==> config.mk <==
export PLATFORM = sky130hd
export DESIGN_NAME = prot_bounds_regs
export DESIGN_NICKNAME = d
export VERILOG_FILES = /design/src/rtl/prot_chk_pkg.sv /design/src/rtl/prot_bounds_regs.sv
export SDC_FILE = /design/constraint.sdc
export NUM_CORES = 1
export LEC_CHECK = 0
export BUFFER_PORTS_ARGS = -buffer_cell sky130_fd_sc_hd__buf_2
export CORE_MARGIN = 2
export CORE_UTILIZATION = 54
export CTS_CLUSTER_DIAMETER = 80
export CTS_CLUSTER_SIZE = 14
export DETAILED_ROUTE_END_ITERATION = 10
export PLACE_DENSITY_LB_ADDON = 0.12
export SYNTH_ARGS = -nofsm -noshare
export SYNTH_HDL_FRONTEND = slang
export SYNTH_SLANG_ARGS = --single-unit
==> constraint.sdc <==
create_clock -name clk -period 2.5 [get_ports clk]
set_input_delay 0.5 -clock clk [delete_from_list [all_inputs] [get_ports clk]]
set_output_delay 0.5 -clock clk [all_outputs]
set_load 0.02 [all_outputs]
==> src/rtl/prot_chk_pkg.sv <==
package prot_chk_pkg;

    typedef enum logic [1:0] {
        CAUSE_OK       = 2'd0,
        CAUSE_BOUNDS   = 2'd1,
        CAUSE_PERM     = 2'd2,
        CAUSE_PRIV_REG = 2'd3
    } cause_e;

    typedef struct packed {
        logic krn_wr;
        logic krn_rd;
        logic usr_wr;
        logic usr_rd;
    } page_perm_t;

    localparam int unsigned PERM_W = $bits(page_perm_t);

    function automatic logic perm_grants(page_perm_t p, logic is_super, logic is_write);
        logic g;
        if (is_super) g = is_write ? p.krn_wr : p.krn_rd;
        else          g = is_write ? p.usr_wr : p.usr_rd;
        return g;
    endfunction

    function automatic cause_e pick_cause(logic out_of_window, logic perm_ok);
        cause_e c;
        if (out_of_window) c = CAUSE_BOUNDS;
        else if (!perm_ok) c = CAUSE_PERM;
        else               c = CAUSE_OK;
        return c;
    endfunction

endpackage

==> src/rtl/prot_bounds_regs.sv <==
module prot_bounds_regs
    import prot_chk_pkg::*;
#(
    parameter int unsigned AW = 32
) (
    input  logic          clk,
    input  logic          rst,
    input  logic          cfg_en,
    input  logic          cfg_write,
    input  logic          cfg_sel,
    input  logic [AW-1:0] cfg_wdata,
    input  logic          mode_super,
    output logic [AW-1:0] lim_lo,
    output logic [AW-1:0] lim_hi,
    output logic          rsp_valid,
    output logic [AW-1:0] rsp_data,
    output cause_e        rsp_cause
);

    localparam logic [AW-1:0] LO_RST = '0;
    localparam logic [AW-1:0] HI_RST = '1;

    logic wr_ok;
    logic wr_refused;

    assign wr_ok      = cfg_en && cfg_write && mode_super;
    assign wr_refused = cfg_en && cfg_write && !mode_super;

    always_ff @(posedge clk) begin
        if (rst) begin
            lim_lo <= LO_RST;
            lim_hi <= HI_RST;
        end else if (wr_ok) begin
            if (cfg_sel) lim_hi <= cfg_wdata;
            else         lim_lo <= cfg_wdata;
        end
    end

    always_ff @(posedge clk) begin
        if (rst) begin
            rsp_valid <= 1'b0;
            rsp_data  <= '0;
            rsp_cause <= CAUSE_OK;
        end else begin
            rsp_valid <= cfg_en;
            if (cfg_en) begin
                rsp_data  <= cfg_sel ? lim_hi : lim_lo;
                rsp_cause <= wr_refused ? CAUSE_PRIV_REG : CAUSE_OK;
            end
        end
    end

    assert_user_write_blocked_R7: assert property (@(posedge clk) disable iff (rst)
        (cfg_en && cfg_write && !mode_super) |=> ($stable(lim_lo) && $stable(lim_hi)
                                                  && rsp_cause == CAUSE_PRIV_REG));

    assert_super_write_lands_R6: assert property (@(posedge clk) disable iff (rst)
        (cfg_en && cfg_write && mode_super && !cfg_sel) |=> (lim_lo == $past(cfg_wdata)));

    assert_rsp_follows_req_R9: assert property (@(posedge clk) disable iff (rst)
        cfg_en |=> rsp_valid);

endmodule

# Yosys cells after proc, flatten, opt, wreduce, memory -nomap -nowiden
# Cells that the tools add are included.
# totals
inputBits,38
reg_bits,99
out_inout_bits,99
# classes
bitwise_logic,1
mux,2
reduce_logical,6
# op_table
operator,n
32-bit two-way mux,1
2-bit AND reduction,2
1-bit logical AND,3
2-bit two-way mux,1
1-bit logical NOT,1
1-bit NOT,1

# Logic depth before layout (Yosys ltp)
# Gate-level depths: netlist of run 1.
# logic_depth
ltp_word,3
ltp_mapped,5
depth_no_buf,2

# Worst setup path before layout of run 1
# Ideal clock, no wire load.
# synth_timing
kind,input to register
startpoint,input cfg_sel
endpoint,register lim_lo[0]
arrival_time_ns,1.322
stages,5
setup_slack_ns,1.106
cell_sequence,buf_4 > and4b_1 > buf_6 > buf_6 > mux2i_1
# synth_between
elab_chain_cells,2
# synth_rtl
item,line,rtl
"start, declared",prot_bounds_regs.sv:10,"input logic cfg_sel,"
1-bit NOT (no line),--,
2-bit AND reduction (no line),--,
"end signal, assigned",prot_bounds_regs.sv:35,else lim_lo <= cfg_wdata;
"end, declared",prot_bounds_regs.sv:13,"output logic [AW-1:0] lim_lo,"
# No other way between the ends.
# A chain may end at the register's enable or synchronous reset.

# Final worst setup path of run 1
# layout_timing
startpoint,register lim_lo[12]
endpoint,output lim_lo[12]
# No word-level cell between the ends.

==> results of run 1 <==
==> stage by stage <==
stage / util, % / instance area, um2 / total power (W) / std cells
after floorplan: - / 4200 / 0.00198 / 431
after global placement: 64.0 / 4890 / 0.00210 / 640
after detailed placement: 64.0 / 4890 / 0.00211 / 640
after CTS: 66.8 / 5110 / 0.00317 / 656
after global routing: 66.8 / 5110 / 0.00328 / 656
final: 66.8 / 5110 / 0.00314 / 656
==> worst max-delay path by stage <==
stage | start | end | depth (start not counted) | slack [ps]
finish | lim_lo[12] | lim_lo[12] | 1 | 1060
floorplan | cfg_sel | lim_lo[0] | 5 | 1110
CTS | lim_lo[12] | lim_lo[12] | 1 | 1040
global placement | cfg_sel | lim_lo[8] | 5 | 730
global route | cfg_en | rsp_data[6] | 5 | 950
detailed placement | cfg_sel | lim_lo[2] | 5 | 670
==> logic make-up after synthesis <==
logic type / count (synthesis) / synth area share (%)
and+or+nand+nor: 165 / 19.0
muxes: 96 / 22.9
AOI/OAI and AO/OA: 33 / 5.84
DFF: 98 / 46.7
buffers and inverters: 39 / 5.48
==> synth_stat cells, drive strengths merged <==
master	n
dfxtp	98
mux2i	96
nor2	96
nand2b	65
a211oi	32
buf	24
clkbuf	15
a21oi	1
and4	1
and4b	1
nand3b	1
nor2b	1
==> flip-flops by register name (all words and copies together), names as in the netlist <==
name and cells:
rsp_cause 1, lim_hi 32, rsp_data 32, rsp_valid 1
lim_lo 32
==> cell type report <==
type,instances,area (um2),area share [%]
repair buffers,146,796,15.6
well taps,102,128,2.50
flip-flops and latches,98,1960,38.4
multi-input cells,294,2010,39.3
clock buffers,13,169,3.31
clock inverters,3,46.3,0.906
==> power groups by stage <==
stage	clock network, W	logic (W)	registers (W)
floorplan	0	0.000209	0.00177
global placement	0	0.000406	0.00169
detailed placement	0	0.000414	0.00169
CTS	0.00109	0.000415	0.00166
global route	0.00117	0.000449	0.00167
finish	0.00107	0.000411	0.00166
==> placed cells by master, fill, tap and decap left out, types with 3 or more instances in the layout <==
cell type / count
nor2_1: 96
mux2i_1: 96
buf_2: 135
a211oi_1: 32
nand2b_1: 65
buf_12: 3
dfxtp_1: 98
clkbuf_8: 12
buf_4: 8
==> metal layers <==
metal,part of all wire [%],wire length (um),vias to the layer above
li1,-,-,1673
met5,0.12,11,-
met2,47,4210,87
met3,6.4,575,10
met4,1.1,97,2
met1,46,4110,1547
==> metrics.txt, run 1 <==
result of the run=completed; CP max FO=3; Clk pin slew, worst setup/hold paths=90 ps; CTS Buf Count=9; CP endpoint kind=output pin; RD Place Congestion=0.727; PnR worst setup slack=1060 ps; GR peak layer=met2; setup tns final=0 ps; # H-tree levels=3; clock share of power=34.0%; DRT antenna net count=0; Post-route DRC=0; CP cell instances=buf_2; register bit count reported by yosys=98; MaxCap Viol Count=0; Cell Area, Synth=4200 um2; Static Leak=2.19 nW; CTS Buffer Depth=2; setup bufs post-CTS=0; Comb pwr share=13.1%; Worst R2R End=rsp_data[28]; die area=8500 um2; Final Net Count=587; GR Util met3=6.24%; Switching Share=25.5%; Sink Count=98; post-synth top area cell=dfxtp_1; ranking of synthesized cells by area=dfxtp_1 47%, mux2i_1 23%, nand2b_1 9.7%; cell count of the worst reg-to-reg path=2; Tot GR Track Use=21.0%; Final Slew Violations=0; filler instances=675; pin count of the biggest net entering global routing=81; CP max stage delay=400 ps; CP bufs+invs=1; Worst EP arrival=940 ps; Crit path max-delay family=flip-flops; Starting Density=54.9%; Area growth, synth to finish=21.7%; Min Hold Slack=410 ps; clk_lat worst skew=350 ps; dpl hpwl=6220 um; port buffer count=136; worst reg2reg path startpoint=lim_lo[28]; GR Util met1=27.6%; sequential power share=52.9%; critical path's slowest cell=dfxtp_1; DR WL/cell=13.7 um; Int Power=0.00234 W; RSZ-0062 raised after global routing=false; worst hold endpoint=lim_lo[15]; Final Hold Vio Count=0; Clock Skew=9.83 ps; Hold-fix buffers, CTS=0; hold path start=cfg_wdata[15]; worst-margin pin slew=542 ps; pre-CTS setup slack=668 ps; row count=32; Setup CP Type=register to output pin; vias=3,319; Hold Path Class=input port to register; core region area=7650 um2; Root Buffer=clkbuf_8; Mean Syn Cell Area=9.74 um2; vias in the first global route=3,024; switching power total=0.000799 W; DRT iter0 DRCs=101; Die Ht=92.2 um; top-area cell type share of the netlist area=46.7%; library cells used by synthesis=15; slew margin rel.=63.9%; Post-CTS Resized=0; CP required=2000 ps; met2 Use GR=33.3%; yosys warns=0; Synth Net Count=469; Remaining Overflow, GRT=0; Syn Inst Count=431; Seq/Total Area, Yosys=46.7%; Ant. Diodes=0; share of post-route cells with drive strength above 1=29.4%; Max rail drop VDD=0.370 mV; min Tclk post-route=1440 ps; reg-to-reg slack, setup=1700 ps; WL final=9010 um; Pwr per Cell Area=614 nW/um2; routed vias/inst=5.06; first-pass GRT wire length=14,300 um; Ports=137; f_max=693 MHz; CTS tree=yes; initial antenna violation count=2; ratio of final minimum period to clock period=57.8%; Worst setup SP type=register; Setup violations, final=0; Min-Delay Path Depth=3; Chip Width=92.2 um; DRT Pass-1 Iters=4
(Power assumes the default switching activity.)
==> inputs of run 2 (changes only) <==
--- a/config.mk
+++ b/config.mk
@@ -7,7 +7,7 @@
 export LEC_CHECK = 0
 export BUFFER_PORTS_ARGS = -buffer_cell sky130_fd_sc_hd__buf_2
 export CORE_MARGIN = 2
-export CORE_UTILIZATION = 54
+export CORE_UTILIZATION = 50
 export CTS_CLUSTER_DIAMETER = 80
 export CTS_CLUSTER_SIZE = 14
 export DETAILED_ROUTE_END_ITERATION = 10
==> constraint.sdc (replaced) <==
create_clock -name clk -period 1.35 [get_ports clk]
set_input_delay 0.27 -clock clk [delete_from_list [all_inputs] [get_ports clk]]
set_output_delay 0.27 -clock clk [all_outputs]
set_load 0.02 [all_outputs]
==> run 2 against run 1 <==
Clock skew rose by 3.1 ps; highest routed layer is now met4; sequential power rose by 85%; count of clock-buffer cells in the layout fell by 2; hold slack got worse by 230 ps; setup slack got worse by 890 ps; register-to-register slack got worse by 1200 ps; combinational power rose by 91%; critical endpoint is now lim_lo[15].
==> metrics.txt, run 2 (synthesis results as in run 1) <==
vias=3,258 (-1.8%); dpl hpwl=6360 um (+2.2%); core region area=8180 um2 (+6.9%); Ant. Diodes=0 (unchanged); Root Buffer=clkbuf_8; Switching Share=26.5% (+0.98 points); most common cell after layout, fill and taps aside=buf_2; Sink Count=98 (unchanged); CP endpoint kind=output pin; DRT Pass-1 Iters=4 (unchanged); CTS Buf Count=9 (unchanged); critical path's slowest cell=dfxtp_1; Final Hold Vio Count=0 (unchanged); RD Place Congestion=0.716 (-1.4%); Post-CTS Resized=0 (unchanged); WL final=9130 um (+1.3%); top flop regs=lim_hi x32, lim_lo x32, rsp_data x32; CP cell instances=buf_2; CP required=1080 ps (-920 ps); Comb pwr share=13.6% (+0.5 points); Ports=137 (unchanged); DRT antenna net count=0 (unchanged); most frequent cells in the layout=135 x buf_2, 98 x dfxtp_1, 96 x mux2i_1, 96 x nor2_1, 65 x nand2b_1; share of post-route cells with drive strength above 1=30.2% (+0.76 points); initial antenna violation count=0 (-2); Tot GR Track Use=19.9% (-1.1 points); die area=9140 um2 (+7.6%); switching power total=0.00153 W (+91%); sequential power share=53.1% (+0.2 points); DRT iter0 DRCs=68 (-33%); FF/Latch Area=1960 um2 (unchanged); ratio of final minimum period to clock period=87.6%; Final Non-Filler Cells=665 (+1.4%); min Tclk post-route=1180 ps; hold path start=cfg_wdata[16]; CP max stage delay=380 ps (-20 ps); worst reg2reg path startpoint=lim_hi[23]; port buffer count=136 (unchanged); Clk pin slew, worst setup/hold paths=100 ps (about the same); Pwr per Cell Area=1120 nW/um2 (+82%); Worst setup SP type=register; Final Slew Violations=0 (unchanged); Remaining Overflow, GRT=0 (unchanged); slew margin rel.=74.7% (+11 points); Hold Path Class=input port to register; f_max=845 MHz; multi-input combinational cell area=2010 um2 (unchanged); Setup violations, final=0 (unchanged); Chip Width=95.6 um (+3.7%); Clock Skew=12.9 ps (+3.07 ps); result of the run=completed; vias in the first global route=2,962 (-2.1%); setup tns final=0 ps (unchanged); Starting Density=51.3% (-3.5 points); Post-route DRC=0 (unchanged); CP max FO=3 (unchanged); DR WL/cell=13.7 um (about the same); filler instances=733 (+8.6%); Worst EP arrival=910 ps (-30 ps); Inst Count DP=649 (+1.4%); row count=33 (+3.1%); pin count of the biggest net entering global routing=76 (-6.2%); CTS tree=yes; Static Leak=2.22 nW (+1.4%); # H-tree levels=3 (unchanged); Area growth, synth to finish=23.2%; Crit path max-delay family=flip-flops; clock share of power=33.3% (-0.7 points); RSZ-0062 raised after global routing=false; CTS Buffer Depth=2 (unchanged); first-pass GRT wire length=14,200 um (-0.43%); Die Ht=95.6 um (+3.7%); Setup CP Type=register to output pin; CP bufs+invs=1 (unchanged); Hold-fix buffers, CTS=0 (unchanged); Max rail drop VDD=0.508 mV (+37%); routed vias/inst=4.90 (-3.2%); setup bufs post-CTS=0 (unchanged); clk_lat worst skew=350 ps (about the same); worst-margin pin slew=379 ps (-162 ps); Final Net Count=593 (+1.0%); Int Power=0.00425 W (+82%); MaxCap Viol Count=0 (unchanged); launch point of the critical path=lim_lo[15]
==> run 2: cell count changes in the layout (fill, tap and decap cells not counted) <==
cell / delta
buf_12: +2
buf_4: +4
clkbuf_8: -2
clkinvlp_4: +1
inv_6: +1
==> run 2: final timing paths <==
kind	slack, ps	end	cells past startpoint
worst max-delay path	170	lim_lo[15]	1
worst min-delay path	180	lim_lo[16]	3
worst max register to register	550	rsp_data[23]	2
worst min register to register	490	rsp_data[2]	2
==> run 2: metal layers <==
metal  part of all wire [%]  global-route usage [%]  wire length (um)  vias up
li1                       -                       -                 -     1691
met5                      0                       0                 0        -
met2                     46                    32.0              4240       81
met4                    1.2                    5.83               111        0
met3                    6.8                    6.48               623       11
met1                     46                    25.6              4160     1475
==> run 2: power groups by stage <==
stage                     sequential (W)  clock, W  combinational [W]
after floorplan                  0.00328         0           0.000386
after global routing             0.00309   0.00210           0.000860
final                            0.00307   0.00193           0.000785
after CTS                        0.00307   0.00198           0.000793
after detailed placement         0.00314         0           0.000790
after global placement           0.00313         0           0.000778
==> run 2: tightest hold or removal path, cell delays in order <==
cell and delay, ps:
buf_2 110, nand2b_1 60, mux2i_1 60
==> run 2: cell type report <==
type	instances	share of cell area, %
sequential	98	37.9
tap	105	2.54
multi-input combinational	294	38.8
timing repair buffer	152	16.7
clock inverter	5	1.21
clock buffer	11	2.73
==> run 2: through the flow <==
stage | area, um2 | hold slack [ps] | total power (W) | setup WS [ps] | util [%]
global placement | 4970 | 470 | 0.00391 | 152 | 60.8
finish | 5170 | 177 | 0.00578 | 167 | 63.3
CTS | 5170 | 161 | 0.00584 | 146 | 63.3
detailed placement | 4970 | 474 | 0.00393 | 91.0 | 60.8
global route | 5170 | 165 | 0.00604 | 108 | 63.3
floorplan | 4200 | 425 | 0.00366 | 186 | -
